<file path="config.mk">
export PLATFORM = sky130hd
export DESIGN_NAME = cpu_cluster_cfg
export DESIGN_NICKNAME = d
export VERILOG_FILES = /design/src/rtl/ccfg_pkg.sv /design/src/rtl/ccfg_decode.sv /design/src/rtl/ccfg_regs.sv /design/src/rtl/ccfg_bootreq.sv /design/src/rtl/cpu_cluster_cfg.sv
export SDC_FILE = /design/constraint.sdc
export NUM_CORES = 1
export LEC_CHECK = 0
export ABC_AREA = 1
export CORE_ASPECT_RATIO = 0.75
export CORE_MARGIN = 5
export CORE_UTILIZATION = 48
export CTS_CLUSTER_DIAMETER = 50
export DETAILED_ROUTE_END_ITERATION = 10
export GPL_TIMING_DRIVEN = 0
export PLACE_DENSITY = 0.86
export SLEW_MARGIN = 20
export SYNTH_ARGS = -nofsm -noshare
export SYNTH_HDL_FRONTEND = slang
export SYNTH_SLANG_ARGS = --single-unit
</file>
<file path="constraint.sdc">
create_clock -name clk -period 1.9 [get_ports clk]
set_input_delay 0.19 -clock clk [delete_from_list [all_inputs] [get_ports clk]]
set_output_delay 0.19 -clock clk [all_outputs]
set_load 0.03 [all_outputs]
</file>
<file path="src/rtl/ccfg_pkg.sv">
package ccfg_pkg;

  typedef enum logic [3:0] {
    K_NONE,
    K_CLUSTER_RST,
    K_SYS_RST,
    K_CORE_RST,
    K_CORE_CTRL,
    K_CORE_STAT,
    K_CLK_GATE,
    K_GEN,
    K_STBY,
    K_ENTRY,
    K_UNIMPL
  } reg_kind_e;

  localparam int unsigned OFF_CLUSTER_RST = 32'h000;
  localparam int unsigned CORE_BASE       = 32'h040;
  localparam int unsigned STRIDE_LOG2     = 6;
  localparam int unsigned SLOT_RST        = 32'h0;
  localparam int unsigned SLOT_CTRL       = 32'h4;
  localparam int unsigned SLOT_STAT       = 32'h8;
  localparam int unsigned OFF_SYS_RST     = 32'h140;
  localparam int unsigned OFF_CLK_GATE    = 32'h144;
  localparam int unsigned OFF_GEN         = 32'h184;
  localparam int unsigned OFF_STBY        = 32'h1A0;
  localparam int unsigned OFF_ENTRY       = 32'h1A4;
  localparam int unsigned OFF_DBG         = 32'h1E4;
  localparam int unsigned OFF_CNT_CTL     = 32'h280;
  localparam int unsigned OFF_CNT_LO      = 32'h284;
  localparam int unsigned OFF_CNT_HI      = 32'h288;

  localparam logic [31:0] RD_RST_TOP    = 32'h1;
  localparam logic [31:0] RD_CORE_RST   = 32'h3;
  localparam logic [31:0] RD_CORE_CTRL  = 32'h0;
  localparam logic [31:0] RD_CORE_STAT  = 32'h1;
  localparam logic [31:0] RD_CLK_GATE   = 32'h10F;

endpackage

</file>
<file path="src/rtl/ccfg_decode.sv">
module ccfg_decode
  import ccfg_pkg::*;
#(
  parameter int ADDR_W = 10,
  parameter int NCORES = 4,
  parameter int CORE_W = 2
) (
  input  logic [ADDR_W-1:0] addr_i,
  output reg_kind_e         kind_o,
  output logic [CORE_W-1:0] core_o
);
  localparam int unsigned CORE_END = CORE_BASE + (NCORES << STRIDE_LOG2);
  localparam int unsigned SLOT_MASK = (1 << STRIDE_LOG2) - 1;

  logic [31:0] a32;
  assign a32 = 32'(addr_i);

  always_comb begin
    kind_o = K_NONE;
    core_o = '0;
    if (a32[1:0] == 2'b00) begin
      if (a32 >= CORE_BASE && a32 < CORE_END) begin
        core_o = CORE_W'((a32 - CORE_BASE) >> STRIDE_LOG2);
        case (a32 & SLOT_MASK)
          SLOT_RST:  kind_o = K_CORE_RST;
          SLOT_CTRL: kind_o = K_CORE_CTRL;
          SLOT_STAT: kind_o = K_CORE_STAT;
          default:   kind_o = K_NONE;
        endcase
      end else begin
        case (a32)
          OFF_CLUSTER_RST: kind_o = K_CLUSTER_RST;
          OFF_SYS_RST:     kind_o = K_SYS_RST;
          OFF_CLK_GATE:    kind_o = K_CLK_GATE;
          OFF_GEN:         kind_o = K_GEN;
          OFF_STBY:        kind_o = K_STBY;
          OFF_ENTRY:       kind_o = K_ENTRY;
          OFF_DBG, OFF_CNT_CTL, OFF_CNT_LO, OFF_CNT_HI: kind_o = K_UNIMPL;
          default:         kind_o = K_NONE;
        endcase
      end
    end
  end
endmodule

</file>
<file path="src/rtl/ccfg_regs.sv">
module ccfg_regs
  import ccfg_pkg::*;
#(
  parameter int          DATA_W  = 32,
  parameter logic [31:0] GEN_RST = 32'h20
) (
  input  logic              clk,
  input  logic              rst,
  input  logic              we_i,
  input  reg_kind_e         kind_i,
  input  logic [DATA_W-1:0] wdata_i,
  output logic [DATA_W-1:0] gen_o,
  output logic [DATA_W-1:0] stby_o,
  output logic [DATA_W-1:0] entry_o
);
  always_ff @(posedge clk) begin
    if (rst) begin
      gen_o   <= DATA_W'(GEN_RST);
      stby_o  <= '0;
      entry_o <= '0;
    end else if (we_i) begin
      case (kind_i)
        K_GEN:   gen_o   <= wdata_i;
        K_STBY:  stby_o  <= wdata_i;
        K_ENTRY: entry_o <= wdata_i;
        default: ;
      endcase
    end
  end
endmodule

</file>
<file path="src/rtl/ccfg_bootreq.sv">
module ccfg_bootreq #(
  parameter int NCORES  = 4,
  parameter int CORE_W  = 2,
  parameter int DATA_W  = 32,
  parameter int EL_W    = 2,
  parameter int BOOT_EL = 3
) (
  input  logic              clk,
  input  logic              rst,
  input  logic              fire_i,
  input  logic [CORE_W-1:0] core_i,
  input  logic [NCORES-1:0] present_i,
  input  logic [DATA_W-1:0] entry_i,
  output logic              valid_o,
  output logic [CORE_W-1:0] core_o,
  output logic [DATA_W-1:0] addr_o,
  output logic [EL_W-1:0]   el_o,
  output logic              absent_err_o
);
  logic [NCORES-1:0] hit;
  logic              core_ok;

  for (genvar g = 0; g < NCORES; g++) begin : g_sel
    assign hit[g] = (core_i == CORE_W'(g)) && present_i[g];
  end
  assign core_ok = |hit;

  always_ff @(posedge clk) begin
    if (rst) begin
      valid_o      <= 1'b0;
      core_o       <= '0;
      addr_o       <= '0;
      el_o         <= '0;
      absent_err_o <= 1'b0;
    end else begin
      valid_o <= fire_i && core_ok;
      if (fire_i && core_ok) begin
        core_o <= core_i;
        addr_o <= entry_i;
        el_o   <= EL_W'(BOOT_EL);
      end
      if (fire_i && !core_ok) absent_err_o <= 1'b1;
    end
  end
endmodule

</file>
<file path="src/rtl/cpu_cluster_cfg.sv">
module cpu_cluster_cfg
  import ccfg_pkg::*;
#(
  parameter int          ADDR_W  = 10,
  parameter int          DATA_W  = 32,
  parameter int          NCORES  = 4,
  parameter int          EL_W    = 2,
  parameter int          BOOT_EL = 3,
  parameter logic [31:0] GEN_RST = 32'h20,
  localparam int         CORE_W  = (NCORES > 1) ? $clog2(NCORES) : 1,
  localparam int         STRB_W  = DATA_W / 8
) (
  input  logic              clk,
  input  logic              rst,
  input  logic              psel,
  input  logic              penable,
  input  logic              pwrite,
  input  logic [ADDR_W-1:0] paddr,
  input  logic [DATA_W-1:0] pwdata,
  input  logic [STRB_W-1:0] pstrb,
  output logic [DATA_W-1:0] prdata,
  output logic              pready,
  output logic              pslverr,
  input  logic [NCORES-1:0] core_present,
  output logic              boot_req_valid,
  output logic [CORE_W-1:0] boot_req_core,
  output logic [DATA_W-1:0] boot_req_addr,
  output logic [EL_W-1:0]   boot_req_el,
  output logic              unimpl_flag,
  output logic              range_flag,
  output logic              absent_err
);
  reg_kind_e         kind;
  logic [CORE_W-1:0] core_idx;
  logic [DATA_W-1:0] gen_q, stby_q, entry_q, rd_mux;
  logic              setup_ph, access_ph, bad_wr, wr_ok, fire;

  ccfg_decode #(.ADDR_W(ADDR_W), .NCORES(NCORES), .CORE_W(CORE_W)) u_dec (
    .addr_i(paddr), .kind_o(kind), .core_o(core_idx)
  );

  assign setup_ph  = psel && !penable;
  assign access_ph = psel && penable;
  assign bad_wr    = pwrite && !(&pstrb);
  assign wr_ok     = access_ph && pwrite && !bad_wr;
  assign fire      = wr_ok && (kind == K_CORE_RST) && (|pwdata);
  assign pready    = 1'b1;

  ccfg_regs #(.DATA_W(DATA_W), .GEN_RST(GEN_RST)) u_regs (
    .clk(clk), .rst(rst), .we_i(wr_ok), .kind_i(kind), .wdata_i(pwdata),
    .gen_o(gen_q), .stby_o(stby_q), .entry_o(entry_q)
  );

  ccfg_bootreq #(
    .NCORES(NCORES), .CORE_W(CORE_W), .DATA_W(DATA_W),
    .EL_W(EL_W), .BOOT_EL(BOOT_EL)
  ) u_boot (
    .clk(clk), .rst(rst), .fire_i(fire), .core_i(core_idx),
    .present_i(core_present), .entry_i(entry_q),
    .valid_o(boot_req_valid), .core_o(boot_req_core), .addr_o(boot_req_addr),
    .el_o(boot_req_el), .absent_err_o(absent_err)
  );

  always_comb begin
    case (kind)
      K_CLUSTER_RST, K_SYS_RST: rd_mux = DATA_W'(RD_RST_TOP);
      K_CORE_RST:               rd_mux = DATA_W'(RD_CORE_RST);
      K_CORE_CTRL:              rd_mux = DATA_W'(RD_CORE_CTRL);
      K_CORE_STAT:              rd_mux = DATA_W'(RD_CORE_STAT);
      K_CLK_GATE:               rd_mux = DATA_W'(RD_CLK_GATE);
      K_GEN:                    rd_mux = gen_q;
      K_STBY:                   rd_mux = stby_q;
      K_ENTRY:                  rd_mux = entry_q;
      default:                  rd_mux = '0;
    endcase
  end

  always_ff @(posedge clk) begin
    if (rst) begin
      prdata      <= '0;
      pslverr     <= 1'b0;
      unimpl_flag <= 1'b0;
      range_flag  <= 1'b0;
    end else begin
      if (setup_ph) begin
        prdata  <= pwrite ? '0 : rd_mux;
        pslverr <= bad_wr;
      end
      unimpl_flag <= access_ph && !bad_wr && (kind == K_UNIMPL);
      range_flag  <= access_ph && !bad_wr && (kind == K_NONE);
    end
  end
endmodule

</file>
==> metrics.md <==
| Metric | Value |
|---|---|
| Total gr overflow | `0` |
| Routed length per instance | `just over 20 um` |
| First-pass GRT wire length | `37900 um` |
| Root Buffer | `clkbuf_16` |
| DRT Wirelength | `28900 um` |
| Area growth from synthesis to final layout | `47.1%` |
| Clock-pin transition on the worst setup and hold timing paths | `0.06 ns` |
| Hold WS | `roughly 0.25 ns` |
| DR vias/cell | `6.03` |
| Commonest non-fill, non-tap cell in the layout | `nor2_1` |
| Worst Clk Skew | `0.0116 ns` |
| CP Capture Type | `flip-flop` |
| Clock sinks | `168` |
| Worst Setup Slack, final | `-0.120 ns` |
| Global Route Usage Sum | `25.9%` |
| R2r startpoint | `u_regs.gen_o[0]` |
| Cell Area, Synth | `7440 sq um` |
| Power per cell area | `705 nW/um^2` |
| Initial Util | `about 49%` |
| DRC Markers | `0` |
| Clk_lat worst skew | `around 0.45 ns` |
| Vias in the first global route | `7403` |
| Core area | `15200 sq um` |
| Crit path to | `u_regs.stby_o[4]` |
| Most frequent CP cell | `nand2_4` |
| Xor/xnor cell area share of the yosys netlist | `0%` |
| Critical path class | `input pin to flip-flop` |
| Worst Reg-to-Reg Cells | `7` |
| Simple-gate area share of the yosys netlist | `29.2%` |
| Main combinational cell family by area after synthesis | `simple AND/OR/NAND/NOR gates` |
| CP max stage cell | `clkbuf_16` |
| Final hold viol count | `0` |
| Post-synthesis mux area share | `0%` |
| Post-route ant nets | `0` |
| Post-synth EDFFs | `0` |
| Area of the multi-input gates | `4190 sq um` |
| I/O pin count | `129` |
| Crit start category | `input pin` |
| GPL Wtd Cong | `between 0.8 and 0.9` |
| Post-Synth Adder-Cell Area | `0.840%` |
| Fin cells | `1394` |
| Layout cells sized above 1 | `between 20% and 30%` |
| TritonCTS clock tree | `done` |
| Crit path from | `paddr[7]` |
| CP Depth | `16` |
| Sequential cell area | `3360 sq um` |
| DP Worst Slack | `-1.15 ns` |
| Post-DP HPWL | `15900 um` |
| Initial antenna violation count | `1` |
| Sequential fraction of the synthesis area | `45.2%` |
| Buf/Inv on CP | `5` |
| Worst EP arrival | `~2.3 ns` |
| Port bufs | `126` |
| # Max-Cap Violations | `0` |
| Status | `finished, violations left` |
| Max-slew headroom | `35.0%` |
| Fillers | `987` |
| Largest stage delay, worst path | `0.27 ns` |
| Most frequent cells in the layout | `177 x nor2_1, 168 x dfxtp_1, 140 x nand2_1, 115 x clkdlybuf4s50_1, 58 x nand3_1` |
| FF-to-FF setup slack | `~0.6 ns` |
| Overall Power | `7.72 mW` |
| Die area | `~18000 sq um` |
| YS warnings | `0` |
| Syn Inst Count | `975` |
| WP data required | `between 2 and 2.5 ns` |
| # setup viols final | `91` |
| Pleak | `between 4 and 5 nW` |
| RSZ-0062 raised after global routing | `true` |
| Main synth FF type | `dfxtp_1` |
| Failing checks | `negative setup slack` |
| Crit path cell chain | `buf_12 > inv_12 > ha_4 > inv_2 > nor2_2 > nand3_2 > nand2_4 > nand4_1 > nand2_2 > nand2_4 > nor2_4 > buf_4 > nand3_4 > clkbuf_16 > a21oi_1 > nor2_1` |
| #FFs+latches synth | `168` |
| Via Count | `8401` |
| Row count | `39` |
| Setup TNS | `-4.91 ns` |
| Asr flop ratio synth | `0%` |
| Largest net degree at the start of global routing | `17` |
| Clock Tree Buf Depth | `2` |
| DR iter-0 viols | `1364` |
| Max-slew violations | `0` |
| Hold Crit Class | `input pin to flip-flop` |
| Hold Buf Count CTS | `0` |
| Die width | `154 um` |
| Distinct cells, synth | `33` |
| Placed cells | `1306` |
| Final worst-path cycle share | `106%` |
| Slew at the pin closest to its max-slew limit | `0.975 ns` |
| Nets@finish | `approximately 1200` |
| CP delay by family, top | `simple AND/OR/NAND/NOR gates` |
| Critical path fanouts, max | `8` |
| Post-synthesis compound-gate area fraction | `17.2%` |
| H-tree levels | `4` |
| Die outline height | `~120 um` |
| Final Critical Period | `between 2 and 2.5 ns` |
| Maximum vdd drop | `0.615 mV` |
| Syn Area/Cell | `7.63 sq um` |
| DRT Pass-1 Iters | `8` |
| Post-Syn Nets | `1035` |
| Fmax | `0.495 GHz` |
| RR Endpoint | `prdata[0]` |
| Num CTS Buffers | `17` |
cell families after synthesis:
| logic type | count (synthesis) |
|---|---|
| other | 1 |
| and+or+nand+nor | 504 |
| adders and majority gates | 5 |
| buffers and inverters | 121 |
| AOI/OAI and AO/OA | 176 |
| DFF | 168 |
routing by layer:
metal  vias to the layer above  global-route usage, %  wire length [um]
li1                       3626                      -                 -
met1                      3931                   33.8             10800
met2                       659                   39.8             13000
met3                       185                   8.42              3490
met4                         0                   10.3              1620
met5                         -                      0                 0
worst reg2reg max path, stage by stage, from the launching register on:
cell	delay, ns
dfxtp_1	0.34
or2_2	0.31
nand3_1	0.10
nand3_1	0.09
nor2_1	0.11
nor2_1	0.06
nor2_1	0.10
nor2_1	0.06
cells in the mapped netlist (7+ instances only):
library cell	n	share of area, %
nand2_1	155	7.8
o21ai_0	7	0.47
buf_4	8	0.81
nand4_1	16	1.3
a211oi_2	45	7.6
dfxtp_1	168	45
o21ai_1	30	2.0
clkbuf_1	24	1.2
buf_2	21	1.4
inv_1	57	2.9
nor2_1	227	11
nand3_1	76	5.1
a21oi_1	69	4.6
nand2_2	10	0.84
a211oi_1	18	1.8
metrics by stage:
step	area [sq um]	util (%)
global placement	9130	59.9
detailed placement	9130	59.9
finish	10900	71.9
floorplan	7610	-
global route	10900	71.9
CTS	10200	66.8
flip-flops by register name (all words and copies together), names as in the netlist, 2 cells and up:
signal          count
u_boot.core_o       2
u_regs.gen_o       32
u_regs.stby_o      32
prdata             32
u_boot.addr_o      32
u_regs.entry_o     32
power breakdown:
part	internal [mW]	switching, mW	total [mW]
combinational	0.236	0.419	0.654
clock	2.03	1.51	3.54
sequential	3.52	0.00245	3.53
worst min path at each step:
stage | to | cells past startpoint | startpoint | slack, ns
2_1_floorplan | u_regs.gen_o[5] | 2 | pwdata[5] | 0.32
3_3_place_gp | u_boot.absent_err_o | 2 | u_boot.absent_err_o | 0.45
3_5_place_dp | u_boot.absent_err_o | 2 | u_boot.absent_err_o | 0.46
4_1_cts | u_boot.core_o[0] | 5 | paddr[6] | 0.30
5_1_grt | u_boot.core_o[0] | 5 | paddr[6] | 0.24
6_report | u_boot.core_o[0] | 5 | paddr[6] | 0.25
final cells by class:
class | instances | share of cell area (%)
Antenna cell | 1 | 0.0229
Buffer | 62 | 4.29
Clock buffer | 21 | 4.21
Clock inverter | 11 | 1.22
Inverter | 59 | 2.21
Multi-Input combinational cell | 688 | 38.3
Sequential cell | 168 | 30.7
Tap cell | 205 | 2.34
Timing Repair Buffer | 179 | 16.7
what timing repair did:
| action | 4_1_cts | 5_1_grt |
|---|---|---|
| pin swaps | 30 | 37 |
| cloned | 6 | 7 |
| setup buffers | 27 | 16 |
| endpoints found under the setup margin | 164 | 162 |
| resized for setup | 80 | 159 |
Note: power is estimated with default switching activity, not from simulation.
